[src/rtl/wdt_pkg.sv]
package wdt_pkg;

  // Watchdog run state: counting toward expiry, or latched in alarm
  typedef enum logic {
    WD_COUNT = 1'b0,
    WD_ALARM = 1'b1
  } wd_state_e;

endpackage

[src/rtl/wdt_cfg.sv]
module wdt_cfg #(
  parameter int SEL_W    = 4,
  parameter int TO_W     = 8,
  parameter int DEF_TO   = 4,
  parameter int DEF_SAFE = 14
) (
  input  logic             clk,
  input  logic             rst_n,
  input  logic             strap_en,
  input  logic             ctl_wr,
  input  logic             ctl_en,
  input  logic [SEL_W-1:0] ctl_safe,
  input  logic             to_wr,
  input  logic [TO_W-1:0]  to_val,
  output logic             en_q,
  output logic [SEL_W-1:0] safe_q,
  output logic [TO_W-1:0]  to_q,
  output logic             reload
);

  logic             booted_q, booted_d;
  logic             en_d;
  logic [SEL_W-1:0] safe_d;
  logic [TO_W-1:0]  to_d;

  always_comb begin
    booted_d = booted_q;
    en_d     = en_q;
    safe_d   = safe_q;
    to_d     = to_q;
    reload   = 1'b0;
    if (!booted_q) begin
      // first edge after reset: take the enable from the strap
      booted_d = 1'b1;
      en_d     = strap_en;
      reload   = 1'b1;
    end else if (ctl_wr) begin
      en_d   = ctl_en;
      safe_d = ctl_safe;
      if (ctl_en && !en_q) reload = 1'b1;
    end
    if (to_wr) begin
      to_d   = to_val;
      reload = 1'b1;
    end
  end

  always_ff @(posedge clk or negedge rst_n) begin
    if (!rst_n) begin
      booted_q <= 1'b0;
      en_q     <= 1'b0;
      safe_q   <= SEL_W'(DEF_SAFE);
      to_q     <= TO_W'(DEF_TO);
    end else begin
      booted_q <= booted_d;
      en_q     <= en_d;
      safe_q   <= safe_d;
      to_q     <= to_d;
    end
  end

endmodule

[src/rtl/wdt_prescale.sv]
module wdt_prescale #(
  parameter int UNIT_TICKS = 580
) (
  input  logic clk,
  input  logic rst_n,
  input  logic run,
  input  logic clr,
  input  logic tick,
  output logic unit_end
);

  localparam int PW = (UNIT_TICKS > 1) ? $clog2(UNIT_TICKS) : 1;
  localparam logic [PW-1:0] LAST = PW'(UNIT_TICKS - 1);

  logic [PW-1:0] pcnt_q, pcnt_d;

  assign unit_end = run && tick && !clr && (pcnt_q == LAST);

  always_comb begin
    pcnt_d = pcnt_q;
    if (clr)           pcnt_d = '0;
    else if (unit_end) pcnt_d = '0;
    else if (run && tick) pcnt_d = pcnt_q + 1'b1;
  end

  always_ff @(posedge clk or negedge rst_n) begin
    if (!rst_n) pcnt_q <= '0;
    else        pcnt_q <= pcnt_d;
  end

endmodule

[src/rtl/wdt_down.sv]
module wdt_down #(
  parameter int TO_W   = 8,
  parameter int DEF_TO = 4
) (
  input  logic            clk,
  input  logic            rst_n,
  input  logic            reload,
  input  logic [TO_W-1:0] load_val,
  input  logic            unit_end,
  output logic            alarm,
  output logic            expire
);

  import wdt_pkg::*;

  wd_state_e       st_q, st_d;
  logic [TO_W-1:0] units_q, units_d;

  assign alarm = (st_q == WD_ALARM);

  always_comb begin
    st_d    = st_q;
    units_d = units_q;
    expire  = 1'b0;
    if (reload) begin
      st_d    = WD_COUNT;
      units_d = load_val;
    end else if (unit_end && st_q == WD_COUNT) begin
      if (units_q <= TO_W'(1)) begin
        st_d    = WD_ALARM;
        units_d = '0;
        expire  = 1'b1;
      end else begin
        units_d = units_q - 1'b1;
      end
    end
  end

  always_ff @(posedge clk or negedge rst_n) begin
    if (!rst_n) begin
      st_q    <= WD_COUNT;
      units_q <= TO_W'(DEF_TO);
    end else begin
      st_q    <= st_d;
      units_q <= units_d;
    end
  end

endmodule

[src/rtl/wdt_pulse.sv]
module wdt_pulse #(
  parameter int PULSE_TICKS = 288
) (
  input  logic clk,
  input  logic rst_n,
  input  logic fire,
  input  logic tick,
  output logic pull_low
);

  localparam int CW = $clog2(PULSE_TICKS + 1);

  logic [CW-1:0] cnt_q, cnt_d;

  assign pull_low = (cnt_q != '0);

  always_comb begin
    cnt_d = cnt_q;
    if (fire)                  cnt_d = CW'(PULSE_TICKS);
    else if (tick && pull_low) cnt_d = cnt_q - 1'b1;
  end

  always_ff @(posedge clk or negedge rst_n) begin
    if (!rst_n) cnt_q <= '0;
    else        cnt_q <= cnt_d;
  end

endmodule

[src/rtl/wdt_safe_sel.sv]
module wdt_safe_sel #(
  parameter int SEL_W       = 4,
  parameter int TO_W        = 8,
  parameter int UNIT_TICKS  = 580,
  parameter int PULSE_TICKS = 288,
  parameter int DEF_TO      = 4,
  parameter int DEF_SAFE    = 14
) (
  input  logic             clk,
  input  logic             rst_n,
  input  logic             tick,
  input  logic             strap_en,
  input  logic             ctl_wr,
  input  logic             ctl_en,
  input  logic [SEL_W-1:0] ctl_safe,
  input  logic             to_wr,
  input  logic [TO_W-1:0]  to_val,
  input  logic [SEL_W-1:0] sel_in,
  output logic [SEL_W-1:0] sel_out,
  output logic             alarm,
  output logic             sys_rst_od_n
);

  logic             en_q;
  logic [SEL_W-1:0] safe_q;
  logic [TO_W-1:0]  to_q;
  logic             reload;
  logic             unit_end;
  logic             expire;
  logic             pull_low;

  wdt_cfg #(
    .SEL_W(SEL_W), .TO_W(TO_W), .DEF_TO(DEF_TO), .DEF_SAFE(DEF_SAFE)
  ) u_cfg (
    .clk(clk), .rst_n(rst_n), .strap_en(strap_en),
    .ctl_wr(ctl_wr), .ctl_en(ctl_en), .ctl_safe(ctl_safe),
    .to_wr(to_wr), .to_val(to_val),
    .en_q(en_q), .safe_q(safe_q), .to_q(to_q), .reload(reload)
  );

  wdt_prescale #(.UNIT_TICKS(UNIT_TICKS)) u_pre (
    .clk(clk), .rst_n(rst_n), .run(en_q && !alarm), .clr(reload),
    .tick(tick), .unit_end(unit_end)
  );

  wdt_down #(.TO_W(TO_W), .DEF_TO(DEF_TO)) u_down (
    .clk(clk), .rst_n(rst_n), .reload(reload),
    .load_val(reload && to_wr ? to_val : to_q),
    .unit_end(unit_end), .alarm(alarm), .expire(expire)
  );

  wdt_pulse #(.PULSE_TICKS(PULSE_TICKS)) u_pulse (
    .clk(clk), .rst_n(rst_n), .fire(expire), .tick(tick),
    .pull_low(pull_low)
  );

  assign sel_out      = alarm ? safe_q : sel_in;
  assign sys_rst_od_n = !pull_low;

endmodule

[config.mk]
export PLATFORM = sky130hd
export DESIGN_NAME = wdt_safe_sel
export DESIGN_NICKNAME = d
export VERILOG_FILES = /design/src/rtl/wdt_pkg.sv /design/src/rtl/wdt_cfg.sv /design/src/rtl/wdt_prescale.sv /design/src/rtl/wdt_down.sv /design/src/rtl/wdt_pulse.sv /design/src/rtl/wdt_safe_sel.sv
export SDC_FILE = /design/constraint.sdc
export NUM_CORES = 1
export LEC_CHECK = 0
export BUFFER_PORTS_ARGS = -buffer_cell sky130_fd_sc_hd__buf_2
export CORE_UTILIZATION = 55
export DETAILED_ROUTE_END_ITERATION = 10
export PLACE_DENSITY = 0.81
export SETUP_SLACK_MARGIN = 0.3
export SLEW_MARGIN = 5
export SYNTH_ARGS = -nofsm -noshare
export SYNTH_HDL_FRONTEND = slang
export SYNTH_HIERARCHICAL = 1
export SYNTH_SLANG_ARGS = --single-unit
export TNS_END_PERCENT = 10
[constraint.sdc]
create_clock -name clk -period 5 [get_ports clk]
set_clock_uncertainty 0.1 [all_clocks]
set_input_delay 0.25 -clock clk [delete_from_list [all_inputs] [get_ports clk]]
set_output_delay 0.25 -clock clk [all_outputs]
set_load 0.03 [all_outputs]
==> impl_results.md <==
- Status: finished, violations left
- Failing checks: hold timing
- Synth cell count leaders: dfrtp_1 (37), nand2_1 (25), nor2_1 (17)
- WS Path Type: reg -> reg
- Post-CTS Hold Buffers: 0
- Root Driver: clkbuf_8
- Antenna violations before repair: 0
- Worst hold path class: in -> async
- CTS sink count: 42
- Wirelength, routed: approximately 4500 um
- Final Power: 894 uW
- Port Buf Inserts: 28
- Die height: slightly below 70 um
- Post-synth ARST share: 1.00
- Combinational power share: 0.245
- Synthesized cell area: 2410 sq um
- Mapped Nets: 259
- Post-route minimum period: between 2 and 3 ns
- Sum Neg Setup Slack: 0 ns
- Fmax: ~340 MHz
- Routed WL per cell: 14.1 um
- DIE AREA: roughly 4600 sq um
- Sequential share of the synthesized area: 0.439
- Num rows: 23
- Area leader, netlist: dfrtp_1
- Yosys warnings: 6
- Part of the power in registers: 0.520
- Fin crit share: 0.583
- Post-CTS sizing: 0
- Area after DPL: 2600 sq um
- FF+latch count, synth: 42
- Post-DRT Antenna Nets: 0
- Initial DRC Count: 94
- Core Region: 4090 sq um
- Syn Inst Count: approximately 230
- Worst VDD drop: 0.000191 V
- Top delay family on crit path: simple AND/OR/NAND/NOR gates
- Crit-path cells: nor2b_1 -> nand2_1 -> nor2_1 -> and2_1 -> nand2b_1 -> nor3_1 -> nand2b_1 -> a21oi_1 -> a31o_2
- Die X: just under 70 um
- Worst hold slack: -0.0159 ns
- Layout Cells excl Fill: about 320
- Sw Share: 0.328
- Endpoints failing hold: 29
- Number of H-tree levels: 2
- Post-DP HPWL: around 3200 um
- Final instance area: between 2000 and 3000 sq um
- Pwr Density: 334 nW/um^2
- Latest clock arrival within the worst-skew pair: about 0.29 ns
- Clk pwr share: 0.235
- Most frequent cell after synthesis: dfrtp_1
- Avg Cell Area, Syn: roughly 10 sq um
- Max_cap viols: 0
- Data arrival, critical path: approximately 3.0 ns
- Critical Path Sink Type: register
- TritonCTS Buffers: 5
- RSZ-0062 raised after global routing: no
- Max FO, Critical Path: 10
- Drt drc: 0
- CP startpoint kind: register
- GRT Overall Usage: 0.219
- EDFF count, synth: 0
- Pin count of the biggest net entering global routing: between 40 and 50
- Most used flip-flop cell after synthesis: dfrtp_1
- Slew Viols, Final: 0
- Vias in the first global route: between 1500 and 2000
- Worst path slowest cell: nor3_1
- Net Switching: 293 uW
- Global-route wire length before repair: 7490 um
- Area Overhead vs Synth: 11.3%
- Share of cells above drive strength 1: 0.294
- Share of the synthesized area in the top cell type: 0.385
- CP max stage delay: ~0.76 ns
- Worst Tran Pin Value: approximately 0.96 ns
- Filler cells: around 340
- Final setup viols: 0
- Relative slew slack: 0.357
- Ant. Diodes: 0
- GRT overflow: 0
- Vias/cell: 5.73
- Drt pass-1 iters: 4
- CTS Buffer Depth: 2
- Unique masters post-synth: 58
- Postcts setup bufs: 0
- LEAKAGE: ~1.1 nW
- Crit-path most repeated cell: nand2b_1
- Nets@finish: 291
- Worst path required time: ~5.1 ns
- DR vias: approximately 1800
- Initial Util: 0.589
- Synth area leaders: dfrtp_1 (38%), mux2_2 (6.1%), dfstp_2 (5.5%)
- Inst Count DP: between 300 and 400
- Int Power: approximately 600 uW
- CTS tree: yes
- Placer Congestion: around 0.89
- Crit path buffers/inverters: 0
- Clock-pin transition on the worst setup and hold timing paths: roughly 0.080 ns
- # IOs: 29
==> worst register-to-register path: stages (launching register included) <==
cell      delay (ns)
dfrtp_1         0.52
nor2b_1         0.27
nand2_1         0.08
nor2_1          0.23
and2_1          0.23
nand2b_1        0.15
nor3_1          0.76
nand2b_1        0.20
a21oi_1         0.04
a31o_2          0.22
==> layer usage <==
metal | vias to the layer above | routed length, um | GRT usage
li1 | 906 | - | -
met1 | 854 | 2120 | 0.293
met2 | 41 | 2070 | 0.339
met3 | 5 | 224 | 0.0583
met4 | 0 | 36 | 0.0807
met5 | - | 0 | 0
==> flip-flops by register name, indices dropped and copies added (netlist names) <==
name            flops
u_down/alarm        1
u_cfg/booted_q      1
u_cfg/en_q          1
u_cfg/to_q          8
u_down/units_q      8
u_pulse/cnt_q       9
u_cfg/safe_q        4
u_pre/pcnt_q       10
==> power groups by stage <==
stage	clock [mW]	sequential (mW)	combinational (mW)
3_3_place_gp	0	0.465	0.214
2_1_floorplan	0	0.454	0.176
5_1_grt	0.234	0.473	0.248
3_5_place_dp	0	0.470	0.221
6_report	0.210	0.465	0.219
4_1_cts	0.221	0.464	0.221
==> layout make-up <==
| cell class | count | area (sq um) | share of cell area |
|---|---|---|---|
| repair buffers | 29 | 148 | 0.0551 |
| well taps | 50 | 62.6 | 0.0234 |
| flip-flops and latches | 42 | 1060 | 0.395 |
| inverters | 9 | 33.8 | 0.0126 |
| multi-input cells | 177 | 1290 | 0.483 |
| clock inverters | 2 | 10.0 | 0.00374 |
| clock buffers | 6 | 72.6 | 0.0271 |
==> cell usage in the layout (no fill, tap or decap), types with 3 or more instances in the layout <==
cell type | synthesis | routed
o21ai_0 | 8 | 8
nand2b_1 | 5 | 5
nand2_1 | 25 | 25
mux2_4 | 4 | 4
buf_2 | 1 | 28
mux2_1 | 8 | 8
nor2_1 | 17 | 17
o31ai_1 | 6 | 6
ha_1 | 4 | 4
nand3_1 | 9 | 9
mux2_2 | 13 | 13
dfrtp_1 | 37 | 37
dfstp_2 | 5 | 5
inv_1 | 9 | 9
xor2_1 | 3 | 3
nor3_1 | 4 | 4
o21a_1 | 3 | 3
xnor2_1 | 4 | 4
nand3b_1 | 3 | 3
clkbuf_8 | 0 | 5
a21oi_1 | 13 | 13
or3_1 | 5 | 5
==> cells by family after synthesis <==
family                   after synthesis  share of synthesized area
AND/OR/NAND/NOR                       91                      0.214
adder cells (fa/ha/maj)                4                     0.0208
XOR/XNOR                               7                     0.0255
flip-flops                            42                      0.439
AO/OA/AOI/OAI                         49                      0.153
buffers and inverters                 13                     0.0224
multiplexers                          25                      0.123
other                                  1                    0.00156
==> worst paths after layout <==
check / start / to / slack, ns / cells after the start
worst max-delay path: u_down/alarm$_DFFE_PN0P_ / u_pulse/cnt_q[6]$_DFFE_PN0P_ / 2.09 / 9
worst min-delay path: rst_n / u_pulse/cnt_q[8]$_DFFE_PN0P_ / -0.02 / 1
min in group clk: ctl_safe[0] / u_cfg/safe_q[0]$_DFFE_PN0P_ / 0.08 / 2
worst max register to register: u_down/alarm$_DFFE_PN0P_ / u_pulse/cnt_q[6]$_DFFE_PN0P_ / 2.09 / 9
worst min register to register: u_cfg/to_q[5]$_DFFE_PN0P_ / u_cfg/to_q[5]$_DFFE_PN0P_ / 0.39 / 1
max in group asynchronous: rst_n / u_cfg/to_q[5]$_DFFE_PN0P_ / 4.24 / 1
==> through the flow <==
| stage | util | worst slack, ns |
|---|---|---|
| 5_1_grt | 0.656 | 1.80 |
| 3_3_place_gp | 0.635 | 2.18 |
| 2_1_floorplan | - | 2.65 |
| 4_1_cts | 0.656 | 2.06 |
| 6_report | 0.656 | 2.09 |
| 3_5_place_dp | 0.635 | 2.05 |
No activity file was read; power rests on OpenSTA's default activity.
